**src/rtl/vwq_pkg.sv**
```systemverilog
package vwq_pkg;

  // Target select values carried in the access code
  localparam logic [3:0] CODE_VRAM_WR  = 4'h1;
  localparam logic [3:0] CODE_CRAM_WR  = 4'h3;
  localparam logic [3:0] CODE_VSRAM_WR = 4'h5;

  // Per-cycle commands from control to datapath
  typedef struct packed {
    logic writeHi;     // VRAM upper byte, keep entry
    logic writeLo;     // VRAM lower byte at address^1
    logic writeCram;   // full word to colour RAM
    logic writeVsram;  // full word to scroll RAM
    logic setPartial;  // mark head as half done
    logic pop;         // retire head entry
    logic clearUnused; // a slot starts: refresh the unused flag
    logic markUnused;  // new value of the unused flag
  } vwq_strobes_t;

endpackage

```
**src/rtl/vwq_ctrl.sv**
```systemverilog
module vwq_ctrl
  import vwq_pkg::*;
(
  input  logic         slotStart,
  input  logic         slotExternal,
  input  logic         headValid,
  input  logic         headReleased,
  input  logic [3:0]   headCode,
  input  logic         headPartial,
  input  logic         headVsramOk,
  output vwq_strobes_t str
);

  logic service;

  assign service = slotStart & slotExternal & headValid & headReleased;

  always_comb begin
    str = '0;
    str.clearUnused = slotStart;
    str.markUnused  = slotStart & slotExternal & ~service;
    if (service) begin
      unique case (headCode)
        CODE_VRAM_WR: begin
          if (headPartial) begin
            str.writeLo = 1'b1;
            str.pop     = 1'b1;
          end else begin
            str.writeHi    = 1'b1;
            str.setPartial = 1'b1;
          end
        end
        CODE_CRAM_WR: begin
          str.writeCram = 1'b1;
          str.pop       = 1'b1;
        end
        CODE_VSRAM_WR: begin
          str.writeVsram = headVsramOk;
          str.pop        = 1'b1;
        end
        default: str.pop = 1'b1;
      endcase
    end
  end

endmodule

```
**src/rtl/vwq_datapath.sv**
```systemverilog
module vwq_datapath
  import vwq_pkg::*;
#(
  parameter int DEPTH         = 4,
  parameter int ADDR_W        = 16,
  parameter int DATA_W        = 16,
  parameter int CNT_W         = 16,
  parameter int SLOT_WIDE     = 16,
  parameter int SLOT_NARROW   = 20,
  parameter int LATENCY_SLOTS = 3,
  parameter int VSRAM_WORDS   = 40,
  parameter int VSRAM_IDX_W   = 6
) (
  input  logic                   clk,
  input  logic                   rst_n,
  input  logic                   wideMode,
  input  logic                   pushValid,
  output logic                   pushReady,
  input  logic [ADDR_W-1:0]      pushAddr,
  input  logic [DATA_W-1:0]      pushData,
  input  logic [3:0]             pushCode,
  input  vwq_strobes_t           str,
  output logic                   headValid,
  output logic                   headReleased,
  output logic [3:0]             headCode,
  output logic                   headPartial,
  output logic                   headVsramOk,
  output logic                   full,
  output logic                   empty,
  output logic                   slotUnused,
  output logic                   vramWe,
  output logic [ADDR_W-1:0]      vramAddr,
  output logic [DATA_W/2-1:0]    vramData,
  output logic                   cramWe,
  output logic [ADDR_W-1:0]      cramAddr,
  output logic [DATA_W-1:0]      cramData,
  output logic                   vsramWe,
  output logic [VSRAM_IDX_W-1:0] vsramIdx,
  output logic [DATA_W-1:0]      vsramData
);

  localparam int BYTE_W = DATA_W / 2;
  localparam int PTR_W  = (DEPTH > 1) ? $clog2(DEPTH) : 1;
  localparam int CNT_BITS = $clog2(DEPTH + 1);
  localparam logic [CNT_BITS-1:0] DEPTH_C = CNT_BITS'(DEPTH);
  localparam logic [PTR_W-1:0] LAST_PTR = PTR_W'(DEPTH - 1);
  localparam logic [CNT_W-1:0] LAT_WIDE   = CNT_W'(LATENCY_SLOTS * SLOT_WIDE);
  localparam logic [CNT_W-1:0] LAT_NARROW = CNT_W'(LATENCY_SLOTS * SLOT_NARROW);
  localparam logic [VSRAM_IDX_W:0] VSRAM_LIM = (VSRAM_IDX_W + 1)'(VSRAM_WORDS);

  // Free-running master clock count
  logic [CNT_W-1:0] mclk;
  always_ff @(posedge clk or negedge rst_n) begin
    if (!rst_n) mclk <= '0;
    else        mclk <= mclk + 1'b1;
  end

  // Entry storage
  logic [CNT_W-1:0]  relArr  [DEPTH];
  logic [ADDR_W-1:0] addrArr [DEPTH];
  logic [DATA_W-1:0] dataArr [DEPTH];
  logic [3:0]        codeArr [DEPTH];
  logic [DEPTH-1:0]  partVec;

  logic [PTR_W-1:0]    rdPtr, wrPtr;
  logic [CNT_BITS-1:0] count;
  logic                pushFire;
  logic [CNT_W-1:0]    releaseAt;
  logic [CNT_W-1:0]    relDiff;
  logic [ADDR_W-1:0]   headAddr;
  logic [DATA_W-1:0]   headData;
  logic [VSRAM_IDX_W-1:0] headIdx;

  assign full      = (count == DEPTH_C);
  assign empty     = (count == '0);
  assign pushReady = ~full;
  assign pushFire  = pushValid & pushReady;
  assign releaseAt = mclk + (wideMode ? LAT_WIDE : LAT_NARROW);

  assign headValid    = ~empty;
  assign headAddr     = addrArr[rdPtr];
  assign headData     = dataArr[rdPtr];
  assign headCode     = codeArr[rdPtr];
  assign headPartial  = partVec[rdPtr];
  // Wrap-safe: released when (now - release) is non-negative as a signed value
  assign relDiff      = mclk - relArr[rdPtr];
  assign headReleased = ~relDiff[CNT_W-1];
  assign headIdx      = headAddr[VSRAM_IDX_W:1];
  assign headVsramOk  = ({1'b0, headIdx} < VSRAM_LIM);

  function automatic logic [PTR_W-1:0] nextPtr(input logic [PTR_W-1:0] p);
    return (p == LAST_PTR) ? '0 : p + 1'b1;
  endfunction

  always_ff @(posedge clk) begin
    if (pushFire) begin
      relArr[wrPtr]  <= releaseAt;
      addrArr[wrPtr] <= pushAddr;
      dataArr[wrPtr] <= pushData;
      codeArr[wrPtr] <= pushCode;
    end
  end

  always_ff @(posedge clk or negedge rst_n) begin
    if (!rst_n) begin
      partVec <= '0;
    end else begin
      for (int i = 0; i < DEPTH; i++) begin
        if (pushFire && wrPtr == PTR_W'(i))
          partVec[i] <= 1'b0;
        else if (str.setPartial && rdPtr == PTR_W'(i))
          partVec[i] <= 1'b1;
      end
    end
  end

  always_ff @(posedge clk or negedge rst_n) begin
    if (!rst_n) begin
      rdPtr <= '0;
      wrPtr <= '0;
      count <= '0;
    end else begin
      if (pushFire) wrPtr <= nextPtr(wrPtr);
      if (str.pop)  rdPtr <= nextPtr(rdPtr);
      unique case ({pushFire, str.pop})
        2'b10:   count <= count + 1'b1;
        2'b01:   count <= count - 1'b1;
        default: count <= count;
      endcase
    end
  end

  // Registered memory side
  always_ff @(posedge clk or negedge rst_n) begin
    if (!rst_n) begin
      slotUnused <= 1'b0;
      vramWe     <= 1'b0;
      vramAddr   <= '0;
      vramData   <= '0;
      cramWe     <= 1'b0;
      cramAddr   <= '0;
      cramData   <= '0;
      vsramWe    <= 1'b0;
      vsramIdx   <= '0;
      vsramData  <= '0;
    end else begin
      if (str.clearUnused) slotUnused <= str.markUnused;
      vramWe  <= str.writeHi | str.writeLo;
      cramWe  <= str.writeCram;
      vsramWe <= str.writeVsram;
      if (str.writeHi) begin
        vramAddr <= headAddr;
        vramData <= headData[DATA_W-1:BYTE_W];
      end else if (str.writeLo) begin
        vramAddr <= headAddr ^ ADDR_W'(1);
        vramData <= headData[BYTE_W-1:0];
      end
      if (str.writeCram) begin
        cramAddr <= headAddr;
        cramData <= headData;
      end
      if (str.writeVsram) begin
        vsramIdx  <= headIdx;
        vsramData <= headData;
      end
    end
  end

endmodule

```
**src/rtl/vram_write_queue.sv**
```systemverilog
module vram_write_queue
  import vwq_pkg::*;
#(
  parameter int DEPTH         = 4,
  parameter int ADDR_W        = 16,
  parameter int DATA_W        = 16,
  parameter int CNT_W         = 16,
  parameter int SLOT_WIDE     = 16,
  parameter int SLOT_NARROW   = 20,
  parameter int LATENCY_SLOTS = 3,
  parameter int VSRAM_WORDS   = 40,
  parameter int VSRAM_IDX_W   = 6
) (
  input  logic                   clk,
  input  logic                   rst_n,
  input  logic                   wideMode,
  input  logic                   slotStart,
  input  logic                   slotExternal,
  input  logic                   pushValid,
  output logic                   pushReady,
  input  logic [ADDR_W-1:0]      pushAddr,
  input  logic [DATA_W-1:0]      pushData,
  input  logic [3:0]             pushCode,
  output logic                   full,
  output logic                   empty,
  output logic                   slotUnused,
  output logic                   vramWe,
  output logic [ADDR_W-1:0]      vramAddr,
  output logic [DATA_W/2-1:0]    vramData,
  output logic                   cramWe,
  output logic [ADDR_W-1:0]      cramAddr,
  output logic [DATA_W-1:0]      cramData,
  output logic                   vsramWe,
  output logic [VSRAM_IDX_W-1:0] vsramIdx,
  output logic [DATA_W-1:0]      vsramData
);

  vwq_strobes_t str;
  logic         headValid, headReleased, headPartial, headVsramOk;
  logic [3:0]   headCode;

  vwq_ctrl u_ctrl (
    .slotStart    (slotStart),
    .slotExternal (slotExternal),
    .headValid    (headValid),
    .headReleased (headReleased),
    .headCode     (headCode),
    .headPartial  (headPartial),
    .headVsramOk  (headVsramOk),
    .str          (str)
  );

  vwq_datapath #(
    .DEPTH(DEPTH), .ADDR_W(ADDR_W), .DATA_W(DATA_W), .CNT_W(CNT_W),
    .SLOT_WIDE(SLOT_WIDE), .SLOT_NARROW(SLOT_NARROW),
    .LATENCY_SLOTS(LATENCY_SLOTS), .VSRAM_WORDS(VSRAM_WORDS),
    .VSRAM_IDX_W(VSRAM_IDX_W)
  ) u_dp (
    .clk(clk), .rst_n(rst_n), .wideMode(wideMode),
    .pushValid(pushValid), .pushReady(pushReady),
    .pushAddr(pushAddr), .pushData(pushData), .pushCode(pushCode),
    .str(str),
    .headValid(headValid), .headReleased(headReleased), .headCode(headCode),
    .headPartial(headPartial), .headVsramOk(headVsramOk),
    .full(full), .empty(empty), .slotUnused(slotUnused),
    .vramWe(vramWe), .vramAddr(vramAddr), .vramData(vramData),
    .cramWe(cramWe), .cramAddr(cramAddr), .cramData(cramData),
    .vsramWe(vsramWe), .vsramIdx(vsramIdx), .vsramData(vsramData)
  );

endmodule

```
**config.mk**
```make
export PLATFORM = sky130hd
export DESIGN_NAME = vram_write_queue
export DESIGN_NICKNAME = d
export VERILOG_FILES = /design/src/rtl/vwq_pkg.sv /design/src/rtl/vwq_ctrl.sv /design/src/rtl/vwq_datapath.sv /design/src/rtl/vram_write_queue.sv
export SDC_FILE = /design/constraint.sdc
export NUM_CORES = 1
export LEC_CHECK = 0
export BUFFER_PORTS_ARGS = -buffer_cell sky130_fd_sc_hd__buf_4
export CAP_MARGIN = 5
export CORE_UTILIZATION = 45
export DETAILED_ROUTE_END_ITERATION = 12
export GPL_TIMING_DRIVEN = 0
export HOLD_SLACK_MARGIN = 0.1
export SLEW_MARGIN = 5
export SYNTH_ARGS = -nofsm -noshare
export SYNTH_HDL_FRONTEND = slang
export SYNTH_SLANG_ARGS = --single-unit
```
**constraint.sdc**
```tcl
create_clock -name clk -period 5.6 [get_ports clk]
set_input_delay 1.12 -clock clk [delete_from_list [all_inputs] [get_ports clk]]
set_output_delay 1.12 -clock clk [all_outputs]
set_load 0.05 [all_outputs]
```
# Yosys cells after proc, flatten, opt, wreduce, memory -nomap -nowiden
# Memories as Yosys holds them, arrays and structs flattened.
# Index checks and enable logic that the tools add are counted.
[totals] ff_bits=109 ramBits=208 output_inout_bits=85 wordCells=99 n_memories=4
[mem_list] memory="u_dp.addrArr" words=4 word_bits=16 read_ports=1 rd_ports_with_merged_regs=0 write_ports=1 line_no="vwq_datapath.sv:60" text="logic [ADDR_W-1:0] addrArr [DEPTH];"
[mem_list] memory="u_dp.dataArr" words=4 word_bits=16 read_ports=1 rd_ports_with_merged_regs=0 write_ports=1 line_no="vwq_datapath.sv:61" text="logic [DATA_W-1:0] dataArr [DEPTH];"
[mem_list] memory="u_dp.relArr" words=4 word_bits=16 read_ports=1 rd_ports_with_merged_regs=0 write_ports=1 line_no="vwq_datapath.sv:59" text="logic [CNT_W-1:0] relArr [DEPTH];"
[mem_list] memory="u_dp.codeArr" words=4 word_bits=4 read_ports=1 rd_ports_with_merged_regs=0 write_ports=1 line_no="vwq_datapath.sv:62" text="logic [3:0] codeArr [DEPTH];"
[classes] add_sub_neg=7 order_cmp=2 eq_ne=12 mux=28 bitwise_logic=11 reduce_logical=17
[op_table] cell="16-bit 2-to-1 mux" count=2
[op_table] cell="1-bit 2-to-1 mux" count=17
[op_table] cell="16-bit by 1-bit adder with 16-bit output, second input constant" count=1
[op_table] cell="16-bit adder" count=1
[op_table] cell="8-bit 2-to-1 mux" count=2
[op_table] cell="16-bit subtractor" count=1
[op_table] cell="2-bit nonzero test" count=6
[op_table] cell="2-bit == test, second input constant" count=5
[op_table] cell="1-bit logical AND" count=8
[op_table] cell="2-bit by 1-bit == test with 1-bit output, second input constant" count=3
[op_table] cell="6-bit less-than comparator, second input constant" count=1
[op_table] cell="2-bit 2-to-1 mux" count=3
[op_table] cell="6-bit 2-to-1 mux" count=1
[op_table] cell="3-bit one-hot mux with 2 select lines" count=1
[op_table] cell="1-bit bitwise AND" count=5
[op_table] cell="1-bit NOT" count=5
[op_table] cell="2-bit by 1-bit adder with 2-bit output, second input constant" count=2
[op_table] cell="4-bit by 1-bit == test with 1-bit output, second input constant" count=1
[op_table] cell="4-bit by 2-bit == test with 1-bit output, second input constant" count=1
[op_table] cell="4-bit by 3-bit == test with 1-bit output, second input constant" count=1
[op_table] cell="2-bit logical NOT" count=2
[op_table] cell="4-bit 2-to-1 mux" count=1
[op_table] cell="3-bit by 1-bit adder with 3-bit output, second input constant" count=1
[op_table] cell="3-bit == test, second input constant" count=1
[op_table] cell="other kinds (5)" count=5

# Logic depth before layout (Yosys ltp)
# Gate-level depths: netlist of run 1.
[depth] ltp_word=8 depth_mapped=21 ltp_nobuf=15

# By module
# From an unflattened synthesis of run 1, not the netlist that was laid out.
[unflattened] cells_unflattened=689 hier_area_um2=12588.3
[modules_own_cells] mod="vwq_datapath" n_inst=1 cells_each=673 area_each_um2=12490.7
[modules_own_cells] mod="vwq_ctrl" n_inst=1 cells_each=16 area_each_um2=97.6

# Worst setup path before layout of run 1
# No wires, ideal clock.
[synth_timing] path_type="register -> register" from="register u_dp.rdPtr[0]" to="register u_dp.count[2]" setup_ns=0.079 t_arrival_ns=4.601 required_time_ns=5.521 path_slack_ns=0.920 stages_incl_launch_ff=21 path_buffers=6 period_less_slack_ns=4.680 cell_sequence="dfrtp_1 buf_4 buf_4 buf_4 buf_2 buf_2 mux4_2 inv_1 ha_1 and4_1 a221oi_1 o211a_1 buf_6 o21bai_2 inv_1 ha_1 inv_1 fa_1 xor2_1 nor2_1 xor2_1"
[synth_rtl] item="start: declaration" line_no="vwq_datapath.sv:65" text="logic [PTR_W-1:0] rdPtr, wrPtr;"
[synth_rtl] item="start signal: assignment" line_no="vwq_datapath.sv:124" text="if (str.pop) rdPtr <= nextPtr(rdPtr);"
[synth_rtl] item="end signal: assignment" line_no="vwq_datapath.sv:126" text="2'b10: count <= count + 1'b1;"
[synth_rtl] item="end signal: assignment" line_no="vwq_datapath.sv:127" text="2'b01: count <= count - 1'b1;"
[synth_rtl] item="end signal: assignment" line_no="vwq_datapath.sv:128" text="default: count <= count;"
[synth_rtl] item="end: declaration" line_no="vwq_datapath.sv:66" text="logic [CNT_BITS-1:0] count;"

==> results of run 1 <==
## layer usage
metal	vias to the layer above	track usage [%]	share of wire, %
met5	-	0	0
met4	0	4.66	1.7
met3	33	3.05	3.8
met2	116	30.9	51
met1	3371	23.2	43
li1	2946	-	-
## layout by cell type, fill, tap and decap left out, types with 9 or more instances in the layout
cell,n
a21oi_1,9
xor2_1,9
dfrtp_1,109
nand2_1,23
edfxtp_1,208
clkbuf_1,14
xnor2_1,20
mux4_2,50
buf_4,133
clkbuf_16,35
nor2_1,10
inv_1,35
mux2_2,40
nand3_1,16
ha_1,26
mux2_1,50
## kinds of logic after synthesis
kind of cell	Yosys count	synth area share [%]
AO/OA/AOI/OAI	35	2.08
XOR/XNOR	30	2.13
adder cells (fa/ha/maj)	28	2.88
buffers and inverters	60	2.32
flip-flops	317	70.8
multiplexers	140	16.9
AND/OR/NAND/NOR	72	2.94
## stage by stage
stage,power [mW],std cells,area (µm²),util [%]
3_3_place_gp,6.43,1186,14100,50.7
6_report,8.64,1249,15300,55.2
4_1_cts,8.76,1250,15300,55.2
3_5_place_dp,6.55,1190,14200,51.2
2_1_floorplan,5.53,682,12700,-
5_1_grt,9.05,1249,15300,55.2
## sequential cells by signal, summed over array words and instances (netlist names)
| register | flops |
|---|---|
| u_dp.vramAddr | 16 |
| u_dp.cramData | 16 |
| u_dp.cramAddr | 16 |
| u_dp.slotUnused | 1 |
| u_dp.wrPtr | 2 |
| u_dp.partVec | 4 |
| u_dp.rdPtr | 2 |
| u_dp.count | 3 |
| u_dp.vramData | 8 |
| u_dp.cramWe | 1 |
| u_dp.mclk | 16 |
| u_dp.vsramIdx | 6 |
| u_dp.relArr | 64 |
| u_dp.codeArr | 16 |
| u_dp.addrArr | 64 |
| u_dp.dataArr | 64 |
| u_dp.vsramWe | 1 |
| u_dp.vsramData | 16 |
| u_dp.vramWe | 1 |
## synthesized netlist by cell type, drive strengths merged (7+ instances only)
library cell	instances
nor2	10
dfrtp	109
and3	8
mux4	50
a21oi	9
o21ai	7
ha	26
nand2	23
edfxtp	208
xnor2	21
inv	35
mux2	90
nand3	16
buf	20
xor2	9
## area by class of cell
cell class              count  area (µm²)
clock buffers              51        1010
multi-input cells         305        3440
inverters                  35         131
repair buffers            130        1050
clock inverters            10         101
fillers                  2209       12400
flip-flops and latches    317        8970
well taps                 378         473
plain buffers              23         159
## worst paths after layout
check                                 start                to  slack (ps)  cells after the start
setup / recovery              u_dp.rdPtr[1]     u_dp.count[2]         470                     20
hold / removal             u_dp.vsramIdx[3]  u_dp.vsramIdx[3]         490                      1
setup reg to reg              u_dp.rdPtr[1]     u_dp.count[2]         470                     20
hold reg to reg            u_dp.vsramIdx[3]  u_dp.vsramIdx[3]         490                      1
max in group asynchronous             rst_n      u_dp.mclk[1]        4140                      1
min in group asynchronous             rst_n  u_dp.cramData[6]         770                      1
## where the power goes
| part | leakage (nW) | internal, mW | total (mW) | switching [mW] |
|---|---|---|---|---|
| combinational | 2.32 | 1.17 | 3.12 | 1.95 |
| sequential | 3.33 | 3.10 | 3.32 | 0.219 |
| clock | 0.548 | 1.33 | 2.19 | 0.859 |
## worst register-to-register path, delay by kind of cell (launching register included)
family                     cells  cell delay, ps
and+or+nand+nor                1             130
adders and majority gates      3             790
DFF                            1             460
xor gates and xnor gates       2             320
muxes                          1             370
AOI/OAI and AO/OA              5            1180
buffers and inverters          8            1800
==> results.md, run 1 <==
- Antenna viol nets, final: 0
- DR WL/cell: 19.8 µm
- Clock Latency Late Sink: 510 ps
- Slew HR: 31.0%
- Mapped Cells: 682
- CTS tree: yes
- Fmax: 195 MHz
- PwrDens: 563 mW/mm²
- Crit path time final: 5130 ps
- Share of cells above drive strength 1: 34.8%
- WP data arrival: 5550 ps
- Ys async rst share: 34.4%
- RSZ-0062 raised after global routing: no
- Number of iterations in the first detailed-routing pass: 4
- Core area: 0.0278 mm²
- Total die area: 0.0289 mm²
- Gpl congestion: 0.787
- Pleak: 6.20 nW
- Synth area leader: edfxtp_1
- CP max stage cell: a221oi_1
- Clk slew on worst S/H paths: 60 ps
- Die width: 170 µm
- Seq cells post-synth: 317
- CP top delay family: buffers and inverters
- Cts hold-fix bufs: 0
- Synth cell types: 46
- Worst-margin pin slew: 1040 ps
- Final Hold Slack: 489 ps
- Max Slew Vio Count: 0
- Post-CTS setup buffers: 0
- Global route overflow: 0
- Post-Route WL: 24.7 mm
- Synth Flop Type: edfxtp_1
- Initial core utilization: 45.6%
- Critical-path cell list: buf_2 > buf_2 > buf_2 > clkbuf_4 > mux4_2 > inv_1 > ha_1 > a21oi_1 > o21ai_0 > a221oi_1 > o211a_1 > buf_6 > o21bai_2 > inv_1 > ha_1 > inv_1 > fa_1 > xor2_1 > nor2_1 > xor2_1
- Antenna violations before repair: 0
- Seq/Total Area, Yosys: 70.8%
- Crit start category: flop
- Slowest stage delay, CP: 550 ps
- Die height: 170 µm
- Clock tree sinks: 317
- EDFF count, synth: 208
- Final period utilization: 91.6%
- Status: finished, final reports clean
- Area contributors post-synth: edfxtp_1 49%, dfrtp_1 22%, mux4_2 8.9%, mux2_1 4.4%, mux2_2 3.6%
- Hold Vio Cnt, Final: 0
- Largest net degree at the start of global routing: 110
- CTS resizes: 1
- Peak supply drop: 0.276 mV
- Via count: 6466
- Via density: 5.18
- Nets@finish: 916
- Buf+Inv Stages, Crit Path: 8
- Clock Tree Buf Depth: 3
- Worst Hold Class: reg2reg
- Syn nets: 752
- I/O Pins: 127
- Antenna cells: 0
- CTS root buffer: clkbuf_16
- Layout area overhead: 20.9%
- First-pass GRT wire length: 38.8 mm
- Site row count: 61
- Yosys warning count: 0
- Clock Skews: 17.4 ps
- Maxcap violations: 0
- Drt drc: 0
- Mean post-synth cell area: 18.6 µm²
- Final setup vio count: 0
- WS Path Type: reg2reg
- DRT iter0 DRCs: 271
- Crit Path Max Fanout: 19
- Number of H-tree levels: 2
- Cell area after synthesis: 0.0127 mm²
- Synth top area share: 49.3%
- Crit. End Element: flop
- I/O Buffers: 126
- Critical Path RT: 6020 ps
- Vias in the first global route: 6997
- DP HPWL: 16.2 mm
- Final WS setup: 470 ps
- Setup TNS: 0 ps
- Cts bufs inserted: 34
- Total GRT Usage: 17.8%
- Worst slack, placed: -184 ps
Power figures use the tool's default switching activity.
==> run 2: changes to the inputs <==
--- a/config.mk
+++ b/config.mk
@@ -7,6 +7,7 @@
 export LEC_CHECK = 0
 export BUFFER_PORTS_ARGS = -buffer_cell sky130_fd_sc_hd__buf_4
 export CAP_MARGIN = 5
+export CORE_MARGIN = 5
 export CORE_UTILIZATION = 45
 export DETAILED_ROUTE_END_ITERATION = 12
 export GPL_TIMING_DRIVEN = 0
==> run 2 against run 1 <==
Register-to-register slack worse by 70 ps. Sequential power hardly changed. Clock power hardly changed. Maximum frequency is 1.3% lower. Core utilization hardly changed. Non-clock buffer count stayed put. Final cell count hardly changed. Sequential share of layout area hardly changed. Largest power group unchanged.
==> results.md, run 2 (same netlist as run 1, synthesis figures left out) <==
- Number of H-tree levels: 2
- Via density: 5.19
- Crit start category: flop
- CTS tree: yes
- Antenna viol nets, final: 0
- Clock Skews: 19.2 ps
- Gpl congestion: 0.748
- Antenna cells: 0
- Clock tree sinks: 317
- PwrDens: 565 mW/mm²
- CP top delay family: buffers and inverters
- Crit. End Element: flop
- Crit Path Max Fanout: 19
- Total die area: 0.0316 mm²
- Die width: 178 µm
- DP HPWL: 16.8 mm
- Initial core utilization: 45.6%
- Top Metal Used: met4
- DRT iter0 DRCs: 314
- Nets@finish: 917
- WS Path Type: reg2reg
- Share of cells above drive strength 1: 34.6%
- Slowest stage delay, CP: 530 ps
- Antenna violations before repair: 0
- CP max stage cell: a221oi_1
- I/O Buffers: 126
- First-pass GRT wire length: 40.1 mm
- Status: finished, final reports clean
- I/O Pins: 127
- Tot Pwr: 8.65 mW
- Critical Path RT: 5980 ps
- Crit path time final: 5200 ps
- Maxcap violations: 0
- Worst Hold Class: reg2reg
- DR WL/cell: 20.4 µm
- Peak supply drop: 0.404 mV
- Total GRT Usage: 16.4%
- Final period utilization: 92.8%
- Critical-path cell list: buf_2 > buf_2 > buf_2 > buf_4 > mux4_2 > inv_1 > ha_1 > a21oi_1 > o21ai_0 > a221oi_1 > o211a_1 > buf_6 > o21bai_2 > inv_1 > ha_1 > inv_1 > fa_1 > xor2_1 > nor2_1 > xor2_1
- Post-Route WL: 25.5 mm
- Global route overflow: 0
- Met3 wire len: 1.21 mm
- Path length in cells of the critical path: 20
- Setup TNS: 0 ps
- Regs by FF count: u_dp.addrArr x64, u_dp.dataArr x64, u_dp.relArr x64
- Drt drc: 0
- Core area: 0.0278 mm²
- RSZ-0062 raised after global routing: no
- Site row count: 61
- R2R depth: 20
- Critical R2R Launch: u_dp.rdPtr[1]
- Clock Tree Buf Depth: 3
- Clk slew on worst S/H paths: 60 ps
- Hold Vio Cnt, Final: 0
- Die height: 178 µm
- Max Slew Vio Count: 0
- Fmax: 192 MHz
- Most common cell after layout, fill and taps aside: edfxtp_1
- Routed wl met2: 13.0 mm
- M1 WL: 10.8 mm
- Clock Latency Late Sink: 500 ps
- Worst Setup SP: u_dp.rdPtr[1]
- Worst hold path depth: 1
- Largest net degree at the start of global routing: 110
- Via count: 6491
- Vias in the first global route: 7021
- Most frequent cells in the layout: 208 x edfxtp_1, 135 x buf_4, 109 x dfrtp_1
- Slew HR: 29.8%
- Layout area overhead: 20.8%
- Cts hold-fix bufs: 0
- Pleak: 6.19 nW
- Final setup vio count: 0
- WP data arrival: 5580 ps
- Buf+Inv Stages, Crit Path: 8
- Worst-margin pin slew: 1050 ps
- CTS root buffer: clkbuf_16
- Final Util: 55.1%
- Number of iterations in the first detailed-routing pass: 5
- Cts bufs inserted: 35
- Hold Path Origin: u_dp.vsramData[7]
==> run 2: where the power goes <==
part           total (mW)  switching (mW)  internal, mW
Clock                2.20           0.864          1.33
Sequential           3.32           0.218          3.10
Combinational        3.13            1.97          1.16
==> run 2: worst paths after layout <==
path / end / slack [ps]
setup reg to reg: u_dp.count[2] / 400
hold / removal: u_dp.vsramData[7] / 490
setup / recovery: u_dp.count[2] / 400
max in group asynchronous: u_dp.cramAddr[13] / 4110
hold reg to reg: u_dp.vsramData[7] / 490
min in group asynchronous: u_dp.vsramData[6] / 790
==> run 2: routing by layer <==
metal / up-vias / GRT usage [%]
met5: - / 0
met4: 0 / 3.67
met3: 34 / 3.03
met2: 135 / 28.3
met1: 3376 / 22.0
li1: 2946 / -
==> run 2: through the flow <==
step	worst slack (ps)	hold slack (ps)	instance area, µm²	instances
floorplan	920	464	12700	682
global placement	-61.6	475	14100	1186
detailed placement	-269	484	14200	1190
CTS	74.9	496	15300	1251
global route	5.59	507	15300	1250
finish	402	491	15300	1250
==> run 2: timing repair <==
action | 4_1_cts | 5_1_grt
endpoints found under the setup margin | 31 | 1
cloned | 0 | 0
resized for setup | 2 | 2
setup buffers | 0 | 0
==> run 2: area by class of cell <==
type,instances,area [µm²]
fill,2248,12500
multi-input combinational,305,3440
timing repair buffer,130,1040
buffer,23,159
tap,378,473
clock buffer,47,951
inverter,35,131
sequential,317,8970
clock inverter,15,159
==> run 2: worst reg2reg max path: stages (launching register included) <==
cell and delay [ps]:
dfrtp_1 480, buf_2 320, buf_2 330, buf_2 370, buf_4 400, mux4_2 360, inv_1 70, ha_1 230
a21oi_1 150, o21ai_0 100, a221oi_1 530, o211a_1 250, buf_6 160, o21bai_2 120, inv_1 100, ha_1 200
inv_1 60, fa_1 390, xor2_1 220, nor2_1 90, xor2_1 150
==> run 3: changes to the inputs <==
--- a/config.mk
+++ b/config.mk
@@ -5,6 +5,7 @@
 export SDC_FILE = /design/constraint.sdc
 export NUM_CORES = 1
 export LEC_CHECK = 0
+export ABC_CLOCK_PERIOD_IN_PS = 5600
 export BUFFER_PORTS_ARGS = -buffer_cell sky130_fd_sc_hd__buf_4
 export CAP_MARGIN = 5
 export CORE_MARGIN = 5
==> constraint.sdc (replaced) <==
create_clock -name clk -period 5.6 [get_ports clk]
set_input_delay 0 -clock clk [delete_from_list [all_inputs] [get_ports clk]]
set_output_delay 0 -clock clk [all_outputs]
set_load 0.02 [all_outputs]
==> run 3 against run 2 <==
Global-route usage up 0.24 points. Total power shrank 6.5%. Combinational power down 18%. Clock skew hardly changed. Wire length is 1.3% higher. Core utilization is 1.5 points higher. Count of clock-buffer cells in the layout did not move. Critical endpoint unchanged. Largest cell class unchanged. Highest routed layer unchanged.
==> results.md, run 3 (same netlist as run 1, synthesis figures left out) <==
- Final Util: 56.6%
- DP HPWL: 16.8 mm
- Clock Latency Late Sink: 500 ps
- CP max stage cell: a221oi_1
- Worst Hold Class: in2async
- Clock tree sinks: 317
- Vias in the first global route: 7271
- Crit start category: flop
- Non-Filler Instances: 1291
- Site row count: 61
- Clk slew on worst S/H paths: 60 ps
- Via density: 5.13
- Most frequent cells in the layout: 208 x edfxtp_1, 135 x buf_4, 109 x dfrtp_1
- Via count: 6624
- I/O Buffers: 126
- I/O Pins: 127
- Total die area: 0.0316 mm²
- Final setup vio count: 0
- Cts bufs inserted: 35
- Worst-margin pin slew: 1050 ps
- Gpl congestion: 0.748
- Clock Skews: 19.1 ps
- Antenna viol nets, final: 0
- Final period utilization: 92.7%
- Drt drc: 0
- Die height: 178 µm
- Antenna cells: 0
- R2R depth: 20
- First-pass GRT wire length: 40.8 mm
- Crit path time final: 5190 ps
- Final WS setup: 411 ps
- Core area: 0.0278 mm²
- Critical R2R Launch: u_dp.rdPtr[1]
- Nets@finish: 958
- Critical-path cell list: buf_2 > buf_2 > buf_2 > buf_4 > mux4_2 > inv_1 > ha_1 > a21oi_1 > o21ai_0 > a221oi_1 > o211a_1 > buf_6 > o21bai_2 > inv_1 > ha_1 > inv_1 > fa_1 > xor2_1 > nor2_1 > xor2_1
- Worst Setup EP: u_dp.count[2]
- CTS tree: yes
- Buf+Inv Stages, Crit Path: 8
- Crit. End Element: flop
- R2R setup slack: 410 ps
- Maxcap violations: 0
- RSZ-0062 raised after global routing: no
- Tot Pwr: 8.09 mW
- Hold Vio Cnt, Final: 0
- Total GRT Usage: 16.7%
- Share of cells above drive strength 1: 33.1%
- Register Area: 0.00897 mm²
- Post-Route WL: 25.8 mm
- Fmax: 193 MHz
- Global route overflow: 0
- Initial core utilization: 45.6%
- Number of iterations in the first detailed-routing pass: 4
- Slew HR: 30.3%
- WS Path Type: reg2reg
- Multi-input gate area: 0.00344 mm²
- Die width: 178 µm
- Max Slew Vio Count: 0
- Critical Path RT: 5980 ps
- CP top delay family: buffers and inverters
- CTS root buffer: clkbuf_16
- Setup TNS: 0 ps
- Most common cell after layout, fill and taps aside: edfxtp_1
- Layout area overhead: 24.1%
- Placed instance count: 1190
- Clock Tree Buf Depth: 3
- Largest net degree at the start of global routing: 110
- Path length in cells of the critical path: 20
- Number of H-tree levels: 2
- Peak supply drop: 0.339 mV
- Filler Cells Inserted: 2213
- RR Endpoint: u_dp.count[2]
- Antenna violations before repair: 0
- DRT iter0 DRCs: 343
- Worst Setup SP: u_dp.rdPtr[1]
- Status: finished, final reports clean
- Regs by FF count: u_dp.addrArr x64, u_dp.dataArr x64, u_dp.relArr x64
- DR WL/cell: 20.0 µm
- Crit Path Max Fanout: 19
- Slowest stage delay, CP: 530 ps
- Pleak: 6.36 nW
- Worst slack, placed: -269 ps
- WP data arrival: 5570 ps
- PwrDens: 514 mW/mm²
## run 3: cell types whose count changed in the layout (fill, tap and decap cells not counted), sizes merged
| cell | delta |
|---|---|
| dlygate4sd3 | +41 |
## run 3: final cells by class
class                      instances  area share, %
sequential                       317           57.0
multi-input combinational        305           21.8
timing repair buffer             171           9.20
clock buffer                      47           6.04
tap                              378           3.01
clock inverter                    15           1.01
buffer                            23           1.01
inverter                          35          0.835
## run 3: routing by layer
layer	global-route usage [%]	share of wire [%]
met1	21.9	42
met2	29.1	52
met3	3.11	4.8
met4	3.77	1.5
met5	0	0
## run 3: worst min path at each step
stage                       from             endpoint  slack (ps)  cells past startpoint
floorplan                  rst_n        u_dp.count[0]        -300                      0
CTS                 pushAddr[12]  u_dp.addrArr[0][12]         230                      2
detailed placement   pushAddr[4]   u_dp.addrArr[0][4]         200                      1
finish                     rst_n    u_dp.vsramData[6]         230                      2
global placement    pushAddr[12]  u_dp.addrArr[0][12]         200                      1
global route        pushAddr[14]  u_dp.addrArr[3][14]         230                      2
## run 3: stage by stage
| step | cell area (µm²) | hold slack (ps) |
|---|---|---|
| 2_1_floorplan | 12700 | -296 |
| 3_3_place_gp | 14100 | 198 |
| 3_5_place_dp | 14200 | 204 |
| 4_1_cts | 15700 | 225 |
| 5_1_grt | 15700 | 231 |
| 6_report | 15700 | 235 |
## run 3: what timing repair did
action | CTS | global route
buffers inserted | 0 | 0
hold endpoints to repair | 267 | 0
hold buffers | 41 | 0
endpoints found under the setup margin | 31 | 1
resized for setup | 2 | 2
## run 3: report_power, final
group          switching (mW)  internal [mW]  total (mW)  leakage [nW]
Sequential              0.219           3.10        3.32          3.33
Clock                   0.864           1.33        2.20         0.541
Combinational            1.40           1.17        2.57          2.49
